**src/rtl/boot_loader_pkg.sv**
```systemverilog
// Package: shared types and the constant coefficient table for the
// boot-time memory loader. Assumes coefficient words of at most 32 bits.
package boot_loader_pkg;

    // Phase of the start-up window, decoded from the cycle counter.
    typedef enum logic [2:0] {
        PH_HOLD  = 3'd0,
        PH_COEF  = 3'd1,
        PH_ZERO  = 3'd2,
        PH_TAIL  = 3'd3,
        PH_READY = 3'd4
    } boot_phase_t;

    // Constant coefficient for table address a; callers keep the low bits.
    function automatic logic [31:0] coef_word(input logic [31:0] a);
        return (a * 32'h9E37_79B1) ^ (a << 7);
    endfunction

endpackage

```
**src/rtl/bl_sequencer.sv**
```systemverilog
// Sequencer: counts the fixed start-up window after reset release and
// decodes which memory is written in each cycle. Assumes the coefficient
// copy and the zeroing pass both fit inside the window.
module bl_sequencer
    import boot_loader_pkg::*;
#(
    parameter int INIT_CYCLES = 1024,
    parameter int PARAM_DEPTH = 256,
    parameter int DATA_DEPTH  = 512
) (
    input  logic                           clk,
    input  logic                           rst_n,
    output logic                           busy,
    output logic                           done,
    output logic                           clr_pulse,
    output logic                           seq_prm_we,
    output logic [$clog2(PARAM_DEPTH)-1:0] seq_prm_addr,
    output logic                           seq_dat_we,
    output logic [$clog2(DATA_DEPTH)-1:0]  seq_dat_addr
);
    localparam int CW   = $clog2(INIT_CYCLES);
    localparam int PAW  = $clog2(PARAM_DEPTH);
    localparam int DAW  = $clog2(DATA_DEPTH);
    localparam int ZEND = PARAM_DEPTH + DATA_DEPTH;
    localparam logic [CW-1:0] LAST = CW'(INIT_CYCLES - 1);

    generate
        if (ZEND > INIT_CYCLES) begin : g_bad_window
            $error("copy and zeroing do not fit in the start-up window");
        end
        if (DAW > CW) begin : g_bad_width
            $error("sample memory wider than the window counter");
        end
    endgenerate

    logic [CW-1:0] cnt;
    logic [CW-1:0] zero_off;
    boot_phase_t   phase;

    // Start the window on the first edge after release; advance it while busy.
    always_ff @(posedge clk) begin
        if (!rst_n) begin
            busy <= 1'b0;
            done <= 1'b0;
            cnt  <= '0;
        end else if (busy) begin
            if (cnt == LAST) begin
                busy <= 1'b0;
                done <= 1'b1;
            end else begin
                cnt <= cnt + 1'b1;
            end
        end else if (!done) begin
            busy <= 1'b1;
        end
    end

    // Decode the phase of the window from the counter.
    always_comb begin
        phase = PH_HOLD;
        if (done) begin
            phase = PH_READY;
        end else if (busy) begin
            if (int'(cnt) < PARAM_DEPTH) begin
                phase = PH_COEF;
            end else if (int'(cnt) < ZEND) begin
                phase = PH_ZERO;
            end else begin
                phase = PH_TAIL;
            end
        end
    end

    // Offset of the counter into the zeroing pass.
    always_comb begin
        zero_off = cnt - CW'(PARAM_DEPTH);
    end

    // Drive the sequencer-side write requests and the clear strobe.
    always_comb begin
        seq_prm_we   = (phase == PH_COEF);
        seq_prm_addr = cnt[PAW-1:0];
        seq_dat_we   = (phase == PH_ZERO);
        seq_dat_addr = zero_off[DAW-1:0];
        clr_pulse    = busy && (cnt == '0);
    end

endmodule

```
**src/rtl/bl_coef_rom.sv**
```systemverilog
// Constant coefficient table: maps a parameter address to its boot value.
// Purely combinational; assumes WORD_W is 32 bits or fewer.
module bl_coef_rom
    import boot_loader_pkg::*;
#(
    parameter int ADDR_W = 8,
    parameter int WORD_W = 24
) (
    input  logic [ADDR_W-1:0] addr,
    output logic [WORD_W-1:0] word
);
    logic [31:0] full;

    generate
        if (WORD_W > 32) begin : g_bad_word
            $error("coefficient words limited to 32 bits");
        end
    endgenerate

    // Evaluate the table function and keep the low word bits.
    always_comb begin
        full = coef_word(32'(addr));
        word = full[WORD_W-1:0];
    end

endmodule

```
**src/rtl/bl_port_arb.sv**
```systemverilog
// Write-port arbiter: gives both memory write ports to the sequencer until
// the window completes, then passes host writes through. Host requests made
// earlier are dropped and recorded in a sticky flag.
module bl_port_arb #(
    parameter int PAW    = 8,
    parameter int DAW    = 9,
    parameter int WORD_W = 24
) (
    input  logic              clk,
    input  logic              rst_n,
    input  logic              done,
    input  logic              seq_prm_we,
    input  logic [PAW-1:0]    seq_prm_addr,
    input  logic [WORD_W-1:0] seq_prm_data,
    input  logic              seq_dat_we,
    input  logic [DAW-1:0]    seq_dat_addr,
    input  logic              hst_we,
    input  logic              hst_sel,
    input  logic [DAW-1:0]    hst_addr,
    input  logic [WORD_W-1:0] hst_wdata,
    output logic              prm_we,
    output logic [PAW-1:0]    prm_addr,
    output logic [WORD_W-1:0] prm_wdata,
    output logic              dat_we,
    output logic [DAW-1:0]    dat_addr,
    output logic [WORD_W-1:0] dat_wdata,
    output logic              drop_err
);
    // Select the owner of each write port.
    always_comb begin
        if (done) begin
            prm_we    = hst_we && !hst_sel;
            prm_addr  = hst_addr[PAW-1:0];
            prm_wdata = hst_wdata;
            dat_we    = hst_we && hst_sel;
            dat_addr  = hst_addr;
            dat_wdata = hst_wdata;
        end else begin
            prm_we    = seq_prm_we;
            prm_addr  = seq_prm_addr;
            prm_wdata = seq_prm_data;
            dat_we    = seq_dat_we;
            dat_addr  = seq_dat_addr;
            dat_wdata = '0;
        end
    end

    // Record any host request that arrived before the window completed.
    always_ff @(posedge clk) begin
        if (!rst_n) begin
            drop_err <= 1'b0;
        end else if (hst_we && !done) begin
            drop_err <= 1'b1;
        end
    end

endmodule

```
**src/rtl/param_boot_loader.sv**
```systemverilog
// Top: boot-time loader. After reset release it pulses a register clear,
// copies the coefficient table into the parameter memory, zeroes the sample
// memory, and raises ready when the fixed window ends. Assumes the memories
// capture writes on the rising clock edge.
module param_boot_loader #(
    parameter int INIT_CYCLES = 1024,
    parameter int PARAM_DEPTH = 256,
    parameter int DATA_DEPTH  = 512,
    parameter int WORD_W      = 24,
    localparam int PAW        = $clog2(PARAM_DEPTH),
    localparam int DAW        = $clog2(DATA_DEPTH)
) (
    input  logic              clk,
    input  logic              rst_n,
    input  logic              hst_we,
    input  logic              hst_sel,
    input  logic [DAW-1:0]    hst_addr,
    input  logic [WORD_W-1:0] hst_wdata,
    output logic              prm_we,
    output logic [PAW-1:0]    prm_addr,
    output logic [WORD_W-1:0] prm_wdata,
    output logic              dat_we,
    output logic [DAW-1:0]    dat_addr,
    output logic [WORD_W-1:0] dat_wdata,
    output logic              regs_clr,
    output logic              ready,
    output logic              wr_drop_err
);
    logic              busy;
    logic              done;
    logic              seq_prm_we;
    logic [PAW-1:0]    seq_prm_addr;
    logic              seq_dat_we;
    logic [DAW-1:0]    seq_dat_addr;
    logic [WORD_W-1:0] coef;

    bl_sequencer #(
        .INIT_CYCLES (INIT_CYCLES),
        .PARAM_DEPTH (PARAM_DEPTH),
        .DATA_DEPTH  (DATA_DEPTH)
    ) u_seq (
        .clk          (clk),
        .rst_n        (rst_n),
        .busy         (busy),
        .done         (done),
        .clr_pulse    (regs_clr),
        .seq_prm_we   (seq_prm_we),
        .seq_prm_addr (seq_prm_addr),
        .seq_dat_we   (seq_dat_we),
        .seq_dat_addr (seq_dat_addr)
    );

    bl_coef_rom #(
        .ADDR_W (PAW),
        .WORD_W (WORD_W)
    ) u_rom (
        .addr (seq_prm_addr),
        .word (coef)
    );

    bl_port_arb #(
        .PAW    (PAW),
        .DAW    (DAW),
        .WORD_W (WORD_W)
    ) u_arb (
        .clk          (clk),
        .rst_n        (rst_n),
        .done         (done),
        .seq_prm_we   (seq_prm_we),
        .seq_prm_addr (seq_prm_addr),
        .seq_prm_data (coef),
        .seq_dat_we   (seq_dat_we),
        .seq_dat_addr (seq_dat_addr),
        .hst_we       (hst_we),
        .hst_sel      (hst_sel),
        .hst_addr     (hst_addr),
        .hst_wdata    (hst_wdata),
        .prm_we       (prm_we),
        .prm_addr     (prm_addr),
        .prm_wdata    (prm_wdata),
        .dat_we       (dat_we),
        .dat_addr     (dat_addr),
        .dat_wdata    (dat_wdata),
        .drop_err     (wr_drop_err)
    );

    // Ready is the completion flag of the window.
    always_comb begin
        ready = done;
    end

endmodule

```
**config.mk**
```make
export PLATFORM = sky130hd
export DESIGN_NAME = param_boot_loader
export DESIGN_NICKNAME = d
export VERILOG_FILES = /design/src/rtl/boot_loader_pkg.sv /design/src/rtl/bl_sequencer.sv /design/src/rtl/bl_coef_rom.sv /design/src/rtl/bl_port_arb.sv /design/src/rtl/param_boot_loader.sv
export SDC_FILE = /design/constraint.sdc
export NUM_CORES = 1
export LEC_CHECK = 0
export BUFFER_PORTS_ARGS = -buffer_cell sky130_fd_sc_hd__buf_2
export CAP_MARGIN = 5
export CORE_MARGIN = 2
export CORE_UTILIZATION = 54
export CTS_CLUSTER_DIAMETER = 100
export DETAILED_ROUTE_END_ITERATION = 8
export PLACE_DENSITY = 0.83
export SETUP_SLACK_MARGIN = 0.4
export SLEW_MARGIN = 20
export SYNTH_ARGS = -nofsm -noshare
export SYNTH_HDL_FRONTEND = slang
export SYNTH_SLANG_ARGS = --single-unit
```
**constraint.sdc**
```tcl
create_clock -name clk -period 6.73 [get_ports clk]
set_input_delay 1.346 -clock clk [delete_from_list [all_inputs] [get_ports clk]]
set_output_delay 1.346 -clock clk [all_outputs]
set_load 0.02 [all_outputs]
```
Word level (Yosys, flattened, before mapping)

Cells that the tools add are included.

Bits in registers: 13
Input port bits: 37
Output and inout port bits: 70
Logic and storage cells: 36

Add/subtract/negate cells: 2
Multipliers: 1
$lt $le $gt $ge: 2
Equality and inequality tests: 3
Multiplexer cells: 13
Bitwise gates (word level): 2
Reduce and logical (&&, ||, !) cells: 9

Operators by type and width:

| cell                  | number |
|---|---|
| $mux 24               | 2 |
| $mul 8x32->24 const B | 1 |
| $xor 24x15->24        | 1 |
| $add 10x1->10 const B | 1 |
| $eq 10x10->1 const B  | 1 |
| $logic_not 10->1      | 1 |
| $lt 10x10->1 const B  | 1 |
| $lt 10x9->1 const B   | 1 |
| $mux 3                | 3 |
| $mux 9                | 1 |
| $sub 9x9->9 const B   | 1 |
| $mux 8                | 1 |
| $mux 1                | 6 |
| $logic_and 1x1->1     | 4 |
| $reduce_and 2->1      | 2 |
| $eq 3x1->1 const B    | 1 |
| $eq 3x2->1 const B    | 1 |
| $logic_not 1->1       | 2 |
| $not 1->1             | 1 |

Logic depth before layout (Yosys ltp)

Depth in word-level cells: 7
Gate-level depth with buffers: 16
Gate-level depth less buffers: 16

Hierarchy

From an unflattened synthesis, not the netlist that was laid out.

Cells, all modules: 482
Area total of the unflattened synthesis: 4,066.4 sq um

By module, submodules not included:

| module       | times used | cells each | area an instance (sq um) | sequential area each (sq um) |
|---|---|---|---|---|
| bl_coef_rom  | 1          | 278        | 2,481.1                  | 0.0 |
| bl_sequencer | 1          | 98         | 858.3                    | 240.2 |
| bl_port_arb  | 1          | 106        | 726.9                    | 20.0 |

Least setup slack after synthesis

Ideal clock, no wire load.

Path kind: reg2out
From: reg u_seq.cnt[2]
To: out prm_wdata[22]
Arrival: 4.588 ns
Data required time: 5.384 ns
Setup slack: 0.796 ns
Cell stages (with the launch flop): 16
Path buffers: 0
Path through: dfxtp_1 inv_1 fa_1 inv_1 ha_1 or2_2 fa_1 inv_1 fa_1 inv_1 ha_1 nand2_1 or3_4 o21a_4 and4_1 or4_1

Cells in the longest elaborated chain, start to end: 3

RTL lines:

| item                   | line                    | text |
|---|---|---|
| start, declared        | bl_sequencer.sv:36      | `logic [CW-1:0] cnt;` |
| start signal, assigned | bl_sequencer.sv:51      | `cnt <= cnt + 1'b1;` |
| $mul 8x32->24          | boot_loader_pkg.sv:16   | `return (a * 32'h9E37_79B1) ^ (a << 7);` |
| $xor 24x15->24         | boot_loader_pkg.sv:16   |  |
| $mux 24                | bl_port_arb.sv:31       | `if (done) begin` |
| end, declared          | param_boot_loader.sv:21 | `output logic [WORD_W-1:0] prm_wdata,` |

No other way between the ends.

Worst setup path after layout

From: reg u_seq.cnt[4]
To: out prm_wdata[22]

Same word-level chain as after synthesis.

==> metrics <==
die width between 80 and 90 um; CTS tree done; clock transition at the registers of the reported paths roughly 0.060 ns; H-tree depth 1; Final Max Tran Viols 0; Cells after Synth about 440; Max-slew headroom 47.3%; clock sink total 13; HP Class flip-flop to flip-flop; Max Fclk 163 MHz; Pwr per Cell Area 85.9 mW/mm2; fin crit period just over 6 ns; worst reg-to-reg setup slack roughly 4.6 ns; Seq cells post-synth 13; synth top area cells fa_1 22%, ha_1 19%, inv_1 8.9%; Worst Reg2Reg Path Length in Cells 7; DR WL met2 4620 um; grt ovf 0; worst setup path start u_seq.cnt[4]; routed wl met3 about 420 um; Synth Area per Inst roughly 8.3 um2; hold_buf cts 0; Residual DRC 0; P&R area growth vs syn 17.3%; clk root buf clkbuf_8; Crit path largest cell delay 0.54 ns; CP required roughly 5.4 ns; wire per inst between 10 and 15 um; final setup fails 0; sequential area share after synthesis ~7%; post-synth net total between 500 and 600; total wire length between 9000 and 10000 um; dominant synthesized flop cell dfxtp_1; top routing layer used met4; Max VDD drop slightly above 0.00009 V; met1 wire length approximately 4000 um; Post-synth EDFFs 0; GPL Wtd Cong 0.921; ant diodes 0; chip height roughly 87 um; clock buffer count from CTS 3; worst slew pin tran 0.790 ns; starting density of the core approximately 55%; CP max FO 10; fraction of layout cells with a size suffix above 1 about a quarter; Hold EP u_arb.drop_err; core outline area around 0.0067 mm2; total I/O pin count 107; reg2reg start u_seq.cnt[2]; clk_lat worst skew between 0.2 and 0.25 ns; initial DRC count roughly 140; hold slack about 0.5 ns; full die area roughly 0.0075 mm2; Commonest cells post-synth 88 x inv_1, 57 x ha_1, 41 x fa_1; post-synth top area share about 22%; number of setup buffers added after CTS 0; worst hold start u_arb.drop_err; final net count ~680; Async S/R FF share, synth 0%; RSZ-0062 raised after global routing no; area of the mapped netlist ~0.0037 mm2; Critical Path Start Type flip-flop; critical path capture point type output port; most frequent cell after synthesis inv_1; routed via count about 3400; end of the worst register-to-register path u_seq.cnt[9]; Via density between 5 and 6; Max Cap Viol 0; first-pass GRT wire length 14900 um; leakage between 2 and 3 nW; yosys warns 0; gr usage total between 20% and 30%; CP arrival about 4.8 ns; Final Hold Vio Count 0; Fin Setup TNS 0 ns; initial antenna violation count 0; largest net degree at the start of global routing 53; status finished, final reports clean; # rows 30; IO Port Bufs ~110; final worst-path cycle share around nine tenths; slowest library cell on the worst path fa_1; area leader, netlist fa_1; Worst Skew between 0.0008 and 0.0009 ns; hold path cells 2; vias in the first global route 3312; synth unique cells 48; critical-path cell list inv_1 -> fa_1 -> fa_1 -> inv_1 -> fa_1 -> inv_1 -> fa_1 -> inv_1 -> ha_1 -> nand2_1 -> or3_4 -> o21a_4 -> and4_1 -> or4_1 -> buf_2; Max Root-Sink Buffers 2; CP Class flip-flop to output port; DRT Pass-1 Iters 4; Post-DP HPWL 7730 um; final antenna-violating net count 0
[final cells by class]
class,count,area [um2]
clock inverter,1,5.00
clock buffer,3,41.3
fill,556,2380
inverter,88,330
timing repair buffer,110,561
sequential,13,274
tap,80,100
multi-input combinational,326,3030
[metrics by stage]
| stage | setup WS [ns] | cell area (um2) | instances | total power [mW] | util [%] |
|---|---|---|---|---|---|
| after CTS | 0.401 | 4320 | 621 | 0.374 | 64.3 |
| after floorplan | 0.796 | 3700 | 444 | 0.240 | - |
| final | 0.578 | 4340 | 621 | 0.373 | 64.6 |
| after global routing | 0.424 | 4340 | 621 | 0.404 | 64.6 |
| after detailed placement | 0.543 | 4270 | 617 | 0.303 | 63.5 |
| after global placement | 0.698 | 4270 | 617 | 0.297 | 63.5 |
[kinds of logic (layout without fill, tap and decap cells)]
kind of cell             Yosys count  count (layout)  synth area share, %
AO/OA/AOI/OAI                     83              83                 15.2
XOR/XNOR                          34              34                 8.05
adder cells (fa/ha/maj)           98              98                 41.4
buffers and inverters            105             202                 11.5
flip-flops                        13              13                 7.03
multiplexers                       4               4                 1.22
AND/OR/NAND/NOR                  107             107                 15.6
[per-layer routing]
metal  vias up  global-route usage (%)
met5         -                       0
met4         0                    4.55
met3        12                    2.00
li1       1647                       -
met1      1622                    32.7
met2        98                    44.1
[flip-flops by register name, summed over array words and instances, names as in the netlist]
name,count
u_arb.drop_err,1
u_seq.busy,1
u_seq.cnt,10
u_seq.done,1
[worst max-delay path: cells and delay by family, from the launching register on]
kind / cells / cell delay [ns]
fa+ha+maj: 5 / 2.38
simple gates: 4 / 1.11
buf+inv: 5 / 0.44
flops: 1 / 0.41
compound gates: 1 / 0.22
[timing repair]
action                                 CTS  global route
endpoints found under the hold margin    0             0
setup endpoints to repair                2             3
resized for setup                        3             9
[report_power, final]
group          total (mW)  switching [mW]  internal, mW  leakage [nW]
clock network      0.0701          0.0292        0.0409        0.0255
registers          0.0800         0.00214        0.0778         0.109
logic               0.223           0.132        0.0909          2.42
[placed cells by master, fill, tap and decap left out, drive strengths merged, types with 2 or more instances in the layout]
| cell type | count |
|---|---|
| o21a | 8 |
| mux2 | 4 |
| nand3 | 6 |
| a211oi | 3 |
| o21ai | 15 |
| inv | 88 |
| a31o | 3 |
| clkbuf | 3 |
| xor2 | 10 |
| a21boi | 2 |
| a21oi | 20 |
| nand2 | 37 |
| nor2 | 5 |
| and3 | 2 |
| and4 | 3 |
| nor3 | 4 |
| nand3b | 2 |
| or2 | 3 |
| fa | 41 |
| xnor2 | 24 |
| buf | 110 |
| or3 | 4 |
| nand4 | 2 |
| nor4b | 2 |
| dfxtp | 13 |
| ha | 57 |
| a21o | 20 |
| and2 | 27 |
| a31oi | 3 |
| nor4 | 4 |
| nor2b | 4 |
[worst max-delay path by stage]
stage / cells after the start / slack (ns) / endpoint
detailed placement: 16 / 0.54 / prm_wdata[22]
global placement: 16 / 0.70 / prm_wdata[22]
finish: 15 / 0.58 / prm_wdata[22]
global route: 13 / 0.42 / prm_wdata[22]
floorplan: 15 / 0.80 / prm_wdata[22]
CTS: 16 / 0.40 / prm_wdata[22]
Power figures use the tool's default switching activity.
